**src/rtl/isel_pkg.sv**
```systemverilog
// Shared helpers for the issue selector.
// Assumes the sequence numbers in flight cover less than half their range.
package isel_pkg;

    // Default geometry used by the top level.
    localparam int DEF_SEQ_W = 16;
    localparam int DEF_TID_W = 2;

    // True when a is older than b, modulo 2^w (w <= 32).
    // Operands are given zero-extended; the low w bits of the 32-bit
    // difference equal the w-bit difference.
    function automatic logic seq_before(input logic [31:0] a,
                                        input logic [31:0] b,
                                        input int          w);
        logic [31:0] diff;
        diff = a - b;
        return diff[w-1];
    endfunction

endpackage

```
**src/rtl/isel_pool.sv**
```systemverilog
// One class pool: stores ready entries, finds the oldest live entry,
// takes one write per cycle and drops one issued entry per cycle.
// Assumes pop is only raised while head_vld is set.
module isel_pool
    import isel_pkg::*;
#(
    parameter  int DEPTH = 8,
    parameter  int SEQ_W = 16,
    parameter  int TID_W = 2,
    localparam int IDX_W = (DEPTH > 1) ? $clog2(DEPTH) : 1
) (
    input  logic             clk,
    input  logic             rst_n,
    input  logic             wr_en,
    input  logic [SEQ_W-1:0] wr_seq,
    input  logic [TID_W-1:0] wr_tid,
    input  logic             sq_en,
    input  logic [TID_W-1:0] sq_tid,
    input  logic [SEQ_W-1:0] sq_seq,
    input  logic             pop,
    output logic             head_vld,
    output logic [SEQ_W-1:0] head_seq,
    output logic [TID_W-1:0] head_tid,
    output logic             full
);

    logic [DEPTH-1:0] vld_q;
    logic [SEQ_W-1:0] seq_q [DEPTH];
    logic [TID_W-1:0] tid_q [DEPTH];

    logic [DEPTH-1:0] doomed;
    logic [DEPTH-1:0] live;
    logic [IDX_W-1:0] head_idx;
    logic [IDX_W-1:0] free_idx;
    logic             take_wr;
    logic [DEPTH-1:0] vld_nxt;

    // Mark entries hit by this cycle's squash.
    always_comb begin
        for (int i = 0; i < DEPTH; i++) begin
            doomed[i] = vld_q[i] && sq_en && (tid_q[i] == sq_tid) &&
                        seq_before(32'(sq_seq), 32'(seq_q[i]), SEQ_W);
        end
        live = vld_q & ~doomed;
    end

    // Find the oldest live entry; ties go to the lower index.
    always_comb begin
        head_vld = 1'b0;
        head_idx = '0;
        for (int i = 0; i < DEPTH; i++) begin
            if (live[i] && (!head_vld ||
                seq_before(32'(seq_q[i]), 32'(seq_q[head_idx]), SEQ_W))) begin
                head_vld = 1'b1;
                head_idx = IDX_W'(i);
            end
        end
        head_seq = seq_q[head_idx];
        head_tid = tid_q[head_idx];
    end

    // Pick the lowest free slot for an incoming write.
    always_comb begin
        free_idx = '0;
        for (int i = DEPTH - 1; i >= 0; i--) begin
            if (!vld_q[i]) free_idx = IDX_W'(i);
        end
        full    = &vld_q;
        take_wr = wr_en && !full;
    end

    // Build next occupancy: drop squashed and issued, add written.
    always_comb begin
        vld_nxt = live;
        if (pop)     vld_nxt[head_idx] = 1'b0;
        if (take_wr) vld_nxt[free_idx] = 1'b1;
    end

    // Occupancy register.
    always_ff @(posedge clk) begin
        if (!rst_n) vld_q <= '0;
        else        vld_q <= vld_nxt;
    end

    // Payload storage, written only into a free slot.
    always_ff @(posedge clk) begin
        if (take_wr) begin
            seq_q[free_idx] <= wr_seq;
            tid_q[free_idx] <= wr_tid;
        end
    end


    pop_has_head_chk: assert property (@(posedge clk) disable iff (!rst_n)
        pop |-> head_vld);


    full_holds_chk: assert property (@(posedge clk) disable iff (!rst_n)
        (full && !pop && !sq_en) |=> full);

    for (genvar gi = 0; gi < DEPTH; gi++) begin : g_sq_chk

        squash_clears_chk: assert property (@(posedge clk) disable iff (!rst_n)
            (sq_en && vld_q[gi] && (tid_q[gi] == sq_tid) &&
             seq_before(32'(sq_seq), 32'(seq_q[gi]), SEQ_W)) |=> !vld_q[gi]);
    end

endmodule

```
**src/rtl/isel_rank.sv**
```systemverilog
// Cross-class ranking: orders eligible pool heads by age and assigns
// the oldest ISSUE_W of them to output slots, one per class.
// Assumes candidates already exclude busy units and empty pools.
module isel_rank
    import isel_pkg::*;
#(
    parameter  int NC      = 4,
    parameter  int ISSUE_W = 2,
    parameter  int SEQ_W   = 16,
    parameter  int TID_W   = 2,
    localparam int CLS_W   = (NC > 1) ? $clog2(NC) : 1
) (
    input  logic [NC-1:0]                 cand_vld,
    input  logic [NC-1:0][SEQ_W-1:0]      cand_seq,
    input  logic [NC-1:0][TID_W-1:0]      cand_tid,
    output logic [ISSUE_W-1:0]            pick_vld,
    output logic [ISSUE_W-1:0][SEQ_W-1:0] pick_seq,
    output logic [ISSUE_W-1:0][CLS_W-1:0] pick_cls,
    output logic [ISSUE_W-1:0][TID_W-1:0] pick_tid,
    output logic [NC-1:0]                 pop
);

    int unsigned place [NC];

    // Count, per class, how many eligible heads are older.
    always_comb begin
        for (int c = 0; c < NC; c++) begin
            place[c] = 0;
            for (int d = 0; d < NC; d++) begin
                if (d != c && cand_vld[d] &&
                    (seq_before(32'(cand_seq[d]), 32'(cand_seq[c]), SEQ_W) ||
                     (cand_seq[d] == cand_seq[c] && d < c))) begin
                    place[c] = place[c] + 1;
                end
            end
        end
    end

    // Route the class holding place k to slot k.
    always_comb begin
        for (int k = 0; k < ISSUE_W; k++) begin
            pick_vld[k] = 1'b0;
            pick_seq[k] = '0;
            pick_cls[k] = '0;
            pick_tid[k] = '0;
            for (int c = 0; c < NC; c++) begin
                if (cand_vld[c] && place[c] == k) begin
                    pick_vld[k] = 1'b1;
                    pick_seq[k] = cand_seq[c];
                    pick_cls[k] = CLS_W'(c);
                    pick_tid[k] = cand_tid[c];
                end
            end
        end
    end

    // Tell each winning pool to drop its head.
    always_comb begin
        for (int c = 0; c < NC; c++) begin
            pop[c] = cand_vld[c] && (place[c] < ISSUE_W);
        end
    end

endmodule

```
**src/rtl/age_issue_sel.sv**
```systemverilog
// Age-ordered issue selector: per-class ready pools with head tracking,
// cross-class oldest-first ranking, busy-unit skipping and thread squash.
// Assumes sequence numbers in flight span less than half their range.
module age_issue_sel
    import isel_pkg::*;
#(
    parameter  int NUM_CLASSES = 4,
    parameter  int POOL_DEPTH  = 8,
    parameter  int ISSUE_W     = 2,
    parameter  int SEQ_W       = DEF_SEQ_W,
    parameter  int TID_W       = DEF_TID_W,
    localparam int CLS_W       = (NUM_CLASSES > 1) ? $clog2(NUM_CLASSES) : 1
) (
    input  logic                     clk,
    input  logic                     rst_n,
    input  logic                     wr_en,
    input  logic [CLS_W-1:0]         wr_cls,
    input  logic [SEQ_W-1:0]         wr_seq,
    input  logic [TID_W-1:0]         wr_tid,
    input  logic [NUM_CLASSES-1:0]   fu_busy,
    input  logic                     sq_en,
    input  logic [TID_W-1:0]         sq_tid,
    input  logic [SEQ_W-1:0]         sq_seq,
    output logic [ISSUE_W-1:0]       iss_vld,
    output logic [ISSUE_W*SEQ_W-1:0] iss_seq,
    output logic [ISSUE_W*CLS_W-1:0] iss_cls,
    output logic [ISSUE_W*TID_W-1:0] iss_tid,
    output logic [NUM_CLASSES-1:0]   pool_full
);

    logic [NUM_CLASSES-1:0]            head_vld;
    logic [NUM_CLASSES-1:0][SEQ_W-1:0] head_seq;
    logic [NUM_CLASSES-1:0][TID_W-1:0] head_tid;
    logic [NUM_CLASSES-1:0]            pop;
    logic [NUM_CLASSES-1:0]            cand_vld;

    logic [ISSUE_W-1:0]                pick_vld;
    logic [ISSUE_W-1:0][SEQ_W-1:0]     pick_seq;
    logic [ISSUE_W-1:0][CLS_W-1:0]     pick_cls;
    logic [ISSUE_W-1:0][TID_W-1:0]     pick_tid;

    for (genvar gc = 0; gc < NUM_CLASSES; gc++) begin : g_pool
        isel_pool #(
            .DEPTH (POOL_DEPTH),
            .SEQ_W (SEQ_W),
            .TID_W (TID_W)
        ) u_pool (
            .clk      (clk),
            .rst_n    (rst_n),
            .wr_en    (wr_en && (wr_cls == CLS_W'(gc))),
            .wr_seq   (wr_seq),
            .wr_tid   (wr_tid),
            .sq_en    (sq_en),
            .sq_tid   (sq_tid),
            .sq_seq   (sq_seq),
            .pop      (pop[gc]),
            .head_vld (head_vld[gc]),
            .head_seq (head_seq[gc]),
            .head_tid (head_tid[gc]),
            .full     (pool_full[gc])
        );
    end

    // A head competes only while its unit can accept.
    always_comb cand_vld = head_vld & ~fu_busy;

    isel_rank #(
        .NC      (NUM_CLASSES),
        .ISSUE_W (ISSUE_W),
        .SEQ_W   (SEQ_W),
        .TID_W   (TID_W)
    ) u_rank (
        .cand_vld (cand_vld),
        .cand_seq (head_seq),
        .cand_tid (head_tid),
        .pick_vld (pick_vld),
        .pick_seq (pick_seq),
        .pick_cls (pick_cls),
        .pick_tid (pick_tid),
        .pop      (pop)
    );

    // Register the issue slots toward the functional units.
    always_ff @(posedge clk) begin
        if (!rst_n) begin
            iss_vld <= '0;
            iss_seq <= '0;
            iss_cls <= '0;
            iss_tid <= '0;
        end else begin
            iss_vld <= pick_vld;
            iss_seq <= pick_seq;
            iss_cls <= pick_cls;
            iss_tid <= pick_tid;
        end
    end

    for (genvar gk = 0; gk < ISSUE_W; gk++) begin : g_slot_chk

        busy_skip_chk: assert property (@(posedge clk) disable iff (!rst_n)
            iss_vld[gk] |->
            (((NUM_CLASSES'(1) << iss_cls[gk*CLS_W +: CLS_W]) & $past(fu_busy)) == '0));
        if (gk > 0) begin : g_pair

            packed_slots_chk: assert property (@(posedge clk) disable iff (!rst_n)
                iss_vld[gk] |-> (iss_vld[gk-1] &&
                iss_cls[gk*CLS_W +: CLS_W] != iss_cls[(gk-1)*CLS_W +: CLS_W]));

            slot_age_chk: assert property (@(posedge clk) disable iff (!rst_n)
                iss_vld[gk] |-> !seq_before(32'(iss_seq[gk*SEQ_W +: SEQ_W]),
                                            32'(iss_seq[(gk-1)*SEQ_W +: SEQ_W]), SEQ_W));
        end
    end

endmodule

```
**config.mk**
```make
export PLATFORM = sky130hd
export DESIGN_NAME = age_issue_sel
export DESIGN_NICKNAME = d
export VERILOG_FILES = /design/src/rtl/isel_pkg.sv /design/src/rtl/isel_pool.sv /design/src/rtl/isel_rank.sv /design/src/rtl/age_issue_sel.sv
export SDC_FILE = /design/constraint.sdc
export NUM_CORES = 2
export LEC_CHECK = 0
export BUFFER_PORTS_ARGS = -buffer_cell sky130_fd_sc_hd__buf_2
export CORE_MARGIN = 2
export CORE_UTILIZATION = 30
export CTS_BUF_LIST = sky130_fd_sc_hd__clkbuf_16
export CTS_CLUSTER_SIZE = 14
export DETAILED_ROUTE_END_ITERATION = 12
export HOLD_SLACK_MARGIN = 0.08
export PLACE_DENSITY = 0.46
export SLEW_MARGIN = 20
export SYNTH_ARGS = -nofsm -noshare
export SYNTH_HDL_FRONTEND = slang
export SYNTH_SLANG_ARGS = --single-unit
```
**constraint.sdc**
```tcl
create_clock -name clk -period 72.5 [get_ports clk]
set_clock_uncertainty 0.1 [all_clocks]
set_input_delay 7.25 -clock clk [delete_from_list [all_inputs] [get_ports clk]]
set_output_delay 7.25 -clock clk [all_outputs]
set_load 0.02 [all_outputs]
```
# After elaboration in Yosys (flattened, before gate mapping)
# Memory sizes are Yosys's and may differ from the RTL's.
# Index checks and enable logic that the tools add are counted.
[op_classes] order_cmp=20 n_eq_ne=45 n_bitwise=22 n_addsub=80 n_reduce_logical=239 n_mux=166
[op_table] cell="subtractor 16 bit" n=72
[op_table] cell="adder 32 x 1 -> 32 bit, second input constant" n=8
[op_table] cell="two-way mux 32 bit" n=8
[op_table] cell="logical AND 1 bit" n=164
[op_table] cell="two-way mux 3 bit" n=48
[op_table] cell="== test 32 x 1 -> 1 bit, second input constant" n=4
[op_table] cell="zero test 32 bit" n=4
[op_table] cell="< comparator 32 x 2 -> 1 bit, second input constant" n=4
[op_table] cell="two-way mux 16 bit" n=8
[op_table] cell="== test 16 bit" n=6
[op_table] cell="two-way mux 1 bit" n=66
[op_table] cell="bitwise AND 8 bit" n=8
[op_table] cell="== test 2 bit" n=32
[op_table] cell="two-way mux 8 bit" n=8
[op_table] cell="NOT 8 bit" n=8
[op_table] cell="two-way mux 2 bit" n=20
[op_table] cell="logical OR 1 bit" n=34
[op_table] cell="zero test 1 bit" n=32
[op_table] cell="< comparator 3 x 4 -> 1 bit, second input constant" n=8
[op_table] cell="bitwise OR 8 bit" n=4
[op_table] cell="AND reduction 8 bit" n=4
[op_table] cell="demux 1 bit (select 3 bit)" n=8
[op_table] cell="greater-or-equal comparator 3 x 1 -> 1 bit, second input constant" n=8
[op_table] cell="bitwise AND 4 bit" n=1
[op_table] cell="other kinds (4)" n=5
[word_totals] wordCells=588 output_inout_bits=46 memories=8 ff_bits=74 inputBits=46 ramBits=576
[memory_table] memory="g_pool[0].u_pool.seq_q" depth=8 word_bits=16 rd=15 rd_ports_with_merged_regs=0 wr=1 line_no="isel_pool.sv:28" source="logic [SEQ_W-1:0] seq_q [DEPTH];"
[memory_table] memory="g_pool[1].u_pool.seq_q" depth=8 word_bits=16 rd=15 rd_ports_with_merged_regs=0 wr=1 line_no="isel_pool.sv:28"
[memory_table] memory="g_pool[2].u_pool.seq_q" depth=8 word_bits=16 rd=15 rd_ports_with_merged_regs=0 wr=1 line_no="isel_pool.sv:28"
[memory_table] memory="g_pool[3].u_pool.seq_q" depth=8 word_bits=16 rd=15 rd_ports_with_merged_regs=0 wr=1 line_no="isel_pool.sv:28"
[memory_table] memory="g_pool[0].u_pool.tid_q" depth=8 word_bits=2 rd=9 rd_ports_with_merged_regs=0 wr=1 line_no="isel_pool.sv:29" source="logic [TID_W-1:0] tid_q [DEPTH];"
[memory_table] memory="g_pool[1].u_pool.tid_q" depth=8 word_bits=2 rd=9 rd_ports_with_merged_regs=0 wr=1 line_no="isel_pool.sv:29"
[memory_table] memory="2 more memories"

# Longest topological paths before layout
# An unclocked memory read counts as a cell.
[logic_depth] depth_word=55 ltp_mapped=157

# Modules after synthesis
# A second synthesis with hierarchy kept.
[unflattened] cells_unflattened=7563 area_unflattened_um2=65639.2
[modules_own_cells] module="isel_pool (g_pool[1].u_pool ...)" n_inst=2 area_per_inst_um2=14104.8 seq_area_each_um2=4484.3 cells_each=1634
[modules_own_cells] module="isel_pool (g_pool[0].u_pool)" n_inst=1 area_per_inst_um2=15228.4 seq_area_each_um2=4484.3 cells_each=1710
[modules_own_cells] module="isel_pool (g_pool[2].u_pool)" n_inst=1 area_per_inst_um2=14971.9 seq_area_each_um2=4484.3 cells_each=1718
[modules_own_cells] module="isel_rank" n_inst=1 area_per_inst_um2=5997.0 seq_area_each_um2=0.0 cells_each=771
[modules_own_cells] module="age_issue_sel" n_inst=1 area_per_inst_um2=1232.4 seq_area_each_um2=840.8 cells_each=96

# Worst setup path before layout
# No wires, ideal clock.
[synth_timing] path_type="input to register" startpoint="in sq_seq[12]" endpoint="reg iss_seq[12]" arrival_time_ps=32870 stages=139 required_time_ps=72283 n_path_buf=21 slack_ps=39412 path_cell_list="ha_1 a21o_1 a21o_1 a211o_1 nor3_1 mux2i_1 a21o_1 clkbuf_1 clkbuf_1 clkbuf_1 nor2_1 a21oi_1 ha_1 a21o_1 a21o_1 a211o_1 a21oi_1 a2bb2oi_1 [103 not listed] nand2b_1 a21oi_1 nor2b_1 o21ai_0 nand2b_1 a211oi_1 o21ai_0 o22ai_1 o21ai_0 o311a_1 fa_1 inv_1 o311a_1 nand2_1 buf_2 nor2_1 a311o_1 a32o_1"
[synth_between] elab_chain_len=53 word_cells_on_any_way=313 classes_between="add/sub (76); eq/ne (6); mux (76); bitwise (9); reduce/logical (142); memory (4)"
[synth_rtl] item="start: declaration" line_no="age_issue_sel.sv:23" source="input logic [SEQ_W-1:0] sq_seq,"
[synth_rtl] item="subtractor 16 bit" line_no="isel_pkg.sv:16" source="diff = a - b;"
[synth_rtl] item="logical AND 1 bit" line_no="isel_pool.sv:41" source="doomed[i] = vld_q[i] && sq_en && (tid_q[i] == sq_tid) &&"
[synth_rtl] item="NOT 8 bit" line_no="isel_pool.sv:44" source="live = vld_q & ~doomed;"
[synth_rtl] item="bitwise AND 8 bit" line_no="isel_pool.sv:44"
[synth_rtl] item="two-way mux 1 bit" line_no="isel_pool.sv:52" source="if (live[i] && (!head_vld ||"
[synth_rtl] item="zero test 1 bit" line_no="isel_pool.sv:52"
[synth_rtl] item="logical OR 1 bit" line_no="isel_pool.sv:52"
[synth_rtl] item="logical AND 1 bit" line_no="isel_pool.sv:52"
[synth_rtl] item="[36 not listed]"
[synth_rtl] item="two-way mux 32 bit or adder 32 x 1 -> 32 bit (tied branches)" line_no="isel_rank.sv:30, isel_rank.sv:33"
[synth_rtl] item="adder 32 x 1 -> 32 bit or two-way mux 32 bit (tied branches)" line_no="isel_rank.sv:33, isel_rank.sv:30"
[synth_rtl] item="two-way mux 32 bit or adder 32 x 1 -> 32 bit (tied branches)" line_no="isel_rank.sv:30, isel_rank.sv:33"
[synth_rtl] item="zero test 32 bit or two-way mux 32 bit (tied branches)" line_no="isel_rank.sv:47, isel_rank.sv:30"
[synth_rtl] item="logical AND 1 bit or zero test 32 bit (tied branches)" line_no="isel_rank.sv:47" source="if (cand_vld[c] && place[c] == k) begin"
[synth_rtl] item="two-way mux 16 bit or logical AND 1 bit (tied branches)" line_no="isel_rank.sv:47"
[synth_rtl] item="two-way mux 16 bit (2 in series)" line_no="isel_rank.sv:47"
[synth_rtl] item="two-way mux 16 bit (*)" line_no="isel_rank.sv:47"
[synth_rtl] item="end signal: assignment" line_no="age_issue_sel.sv:92" source="iss_seq <= pick_seq;"
[synth_rtl] item="end: declaration" line_no="age_issue_sel.sv:25" source="output logic [ISSUE_W*SEQ_W-1:0] iss_seq,"
# Every way passes the cells marked *; elsewhere a longest branch is shown, timed or not.
# A chain may end at the register's enable or synchronous reset.

# Worst setup path after layout
[layout_timing] startpoint="in sq_seq[14]" endpoint="reg iss_seq[11]"
# Same word-level chain as after synthesis.

==> metrics.md <==
| Metric | Value |
|---|---|
| Status | finished clean |
| CTS max path bufs | 3 |
| Gpl congestion | 1.03 |
| Final slew viol count | 0 |
| Yosys warning total | 0 |
| Largest net degree at the start of global routing | 64 |
| Drt pass-1 iters | 6 |
| CP max stage delay | 900 ps |
| Fillers | 22300 |
| Final Hold Viols | 0 |
| Syn Nets | 8528 |
| WP data arrival | 41400 ps |
| Post-CTS sizing | 0 |
| Nets@finish | 8617 |
| Die X | 468 um |
| WL/cell | 34.5 um |
| Layout cells sized above 1 | 0.0861 |
| Vias | 64600 |
| Slew headroom | 0.214 |
| TritonCTS clock tree | yes |
| Core Area | 214000 um^2 |
| Number of setup violations in the final report | 0 |
| DRT Wirelength | 362000 um |
| Grt total ovfl | 0 |
| Origin of the worst min-delay path | g_pool[1].u_pool.vld_q[2]$_SDFF_PN0_ |
| Hold slack | 541 ps |
| # DRC | 0 |
| Crit path kind | input port to register |
| DIE AREA | 219000 um^2 |
| DRT iter0 DRCs | 8627 |
| Hold endpoint | g_pool[1].u_pool.tid_q[2][1]$_DFFE_PP_ |
| Area growth syn-to-layout | 12.0% |
| H-tree levels | 3 |
| Crit path required time | 73020 ps |
| Cell Area, Synth | 64500 um^2 |
| Post-synthesis sequential area ratio | 0.291 |
| Initial antenna violation count | 35 |
| Post-DR vias/cell | 6.16 |
| Ys async rst share | 0 |
| Critical R2R Launch | g_pool[3].u_pool.seq_q[1][9]$_DFFE_PP_ |
| RSZ-0062 raised after global routing | false |
| Main area contributors after synthesis | edfxtp_1 27%, ha_1 19%, a21oi_1 4.9% |
| Vias in the first global route | 62000 |
| Crit Path Max Fanout | 33 |
| PortBufs | 91 |
| Crit-path slowest cell | mux2i_1 |
| Min cycle time layout | 40880 ps |
| Most frequent cells in the layout | 999 x ha_1, 686 x nand2_1, 626 x a21oi_1 |
| Peak VDD IR | 0.0143 mV |
| R2R Setup Slk | 39080 ps |
| Syn Inst Count | 7479 |
| Clock sink count | 650 |
| Critical path launch point type | input port |
| FF-to-FF path depth | 127 |
| CTS buffer count | 88 |
| Root Driver | clkbuf_16 |
| CP endpoint kind | register |
| Delay-heaviest family, CP | compound AO/OA/AOI/OAI gates |
| Die height | 468 um |
| Max cap viols | 0 |
| Critical path's most frequent cell | a21oi_1 |
| Clk Latency, worst-skew pair | 750 ps |
| Hold WC Path Type | register to register |
| FF+latch count, synth | 650 |
| Share of the synthesized area in the top cell type | 0.268 |
| Initial Util | 0.301 |
| Post-synth top area cell | edfxtp_1 |
| Synth Flop Type | edfxtp_1 |
| Most common cell after layout, fill and taps aside | ha_1 |
| Worst path buffer plus inverter count | 12 |
| Cts hold-fix bufs | 0 |
| First-pass GRT wire length | 497000 um |
| # IOs | 92 |
| Synth cell types | 125 |
| Slew @ Worst Pin | 1180 ps |
| LEAKAGE | 31.2 nW |
| Syn_area_per_cell | 8.63 um^2 |
| Post-synth EDFFs | 576 |
| TNS Setup | 0 ps |
| DP Wirelength | 274000 um |
| Pwr/cell area | 14.7 nW/um^2 |
| Reg-to-reg endpoint | iss_seq[11]$_SDFF_PN0_ |
| FP Rows | 170 |
| Post-CTS Setup Inserts | 0 |
| Tcrit/Tclk final | 0.564 |
| Total power | 0.00106 W |
| Worst Hold Depth | 1 |
| Total Routing Usage GR | 0.322 |
| Fmax | 24.5 MHz |
| Clock Pin Slew Worst Setup and Hold Paths | 60 ps |
| Post-DRT Antenna Nets | 0 |
cells by family after synthesis:
family          after synthesis  synth area share
buf+inv                     912            0.0552
mux                         157            0.0257
compound gates             2433             0.250
fa+ha+maj                  1005             0.195
flops                       650             0.291
xor+xnor                    185            0.0261
simple gates               2137             0.156
power by group:
part / switching, W / internal (W)
Sequential: 0.00000439 / 0.000410
Combinational: 0.000112 / 0.0000494
Clock: 0.000199 / 0.000287
metrics by stage:
stage	setup WS [ps]	std cells	instance area, um^2	utilization
finish	31620	10500	72300	0.338
global route	30050	10500	72300	0.337
CTS	32330	10500	72200	0.337
detailed placement	31660	10300	69100	0.323
global placement	31320	10300	69100	0.323
floorplan	39410	7479	64500	-
sequential cells by signal (all words and copies together), names as in the netlist:
name,cells
iss_vld,2
g_pool.u_pool.tid_q,64
g_pool.u_pool.seq_q,512
iss_tid,4
g_pool.u_pool.vld_q,32
iss_seq,32
iss_cls,4
worst max path at each step:
stage / startpoint / endpoint / slack [ps] / depth (start not counted)
floorplan: sq_seq[12] / iss_seq[12]$_SDFF_PN0_ / 39410 / 139
global placement: sq_seq[14] / iss_seq[7]$_SDFF_PN0_ / 31320 / 129
detailed placement: sq_seq[14] / iss_seq[6]$_SDFF_PN0_ / 31660 / 129
CTS: sq_seq[14] / iss_seq[6]$_SDFF_PN0_ / 32330 / 133
global route: sq_seq[14] / iss_seq[10]$_SDFF_PN0_ / 30050 / 131
finish: sq_seq[14] / iss_seq[11]$_SDFF_PN0_ / 31620 / 130
final cells by class:
type	instances	area, um^2	share of cell area
Clock inverter	74	841	0.0116
Timing Repair Buffer	304	2070	0.0286
Sequential cell	650	18800	0.260
Multi-Input combinational cell	5917	42500	0.588
Clock buffer	90	2250	0.0312
Inverter	607	2280	0.0315
Tap cell	2838	3550	0.0491
Antenna cell	16	40.0	0.000554
routing by layer:
| metal | global-route usage | share of wire | vias to the layer above |
|---|---|---|---|
| met2 | 0.512 | 0.45 | 3747 |
| met4 | 0.188 | 0.064 | 10 |
| li1 | - | - | 28200 |
| met3 | 0.0536 | 0.086 | 894 |
| met5 | 0 | 0.00021 | - |
| met1 | 0.409 | 0.40 | 31800 |
synthesized netlist by cell type (all sizes together) (41+ instances only):
| master | number |
|---|---|
| nand2b | 115 |
| inv | 607 |
| o211ai | 113 |
| dfxtp | 74 |
| nor3 | 153 |
| clkbuf | 219 |
| edfxtp | 576 |
| and2 | 50 |
| mux2i | 115 |
| and3 | 44 |
| buf | 85 |
| o21a | 53 |
| nand4 | 126 |
| a21oi | 632 |
| nor2 | 589 |
| xor2 | 41 |
| o21ai | 513 |
| a31oi | 77 |
| o22ai | 62 |
| a211oi | 111 |
| a221oi | 71 |
| xnor2 | 142 |
| nand2 | 688 |
| o221ai | 41 |
| a311oi | 45 |
| a21o | 285 |
| ha | 999 |
| nand3 | 139 |
| nor2b | 83 |
| mux2 | 42 |
worst register-to-register path: cells and delay by family (launching register included):
kind            cells  cell delay [ps]
compound gates     58            14070
xor+xnor            1              140
fa+ha+maj           9             3010
buf+inv             9             2800
flops               1              680
mux                 4             2330
simple gates       46            10230
Power figures use the tool's default switching activity.
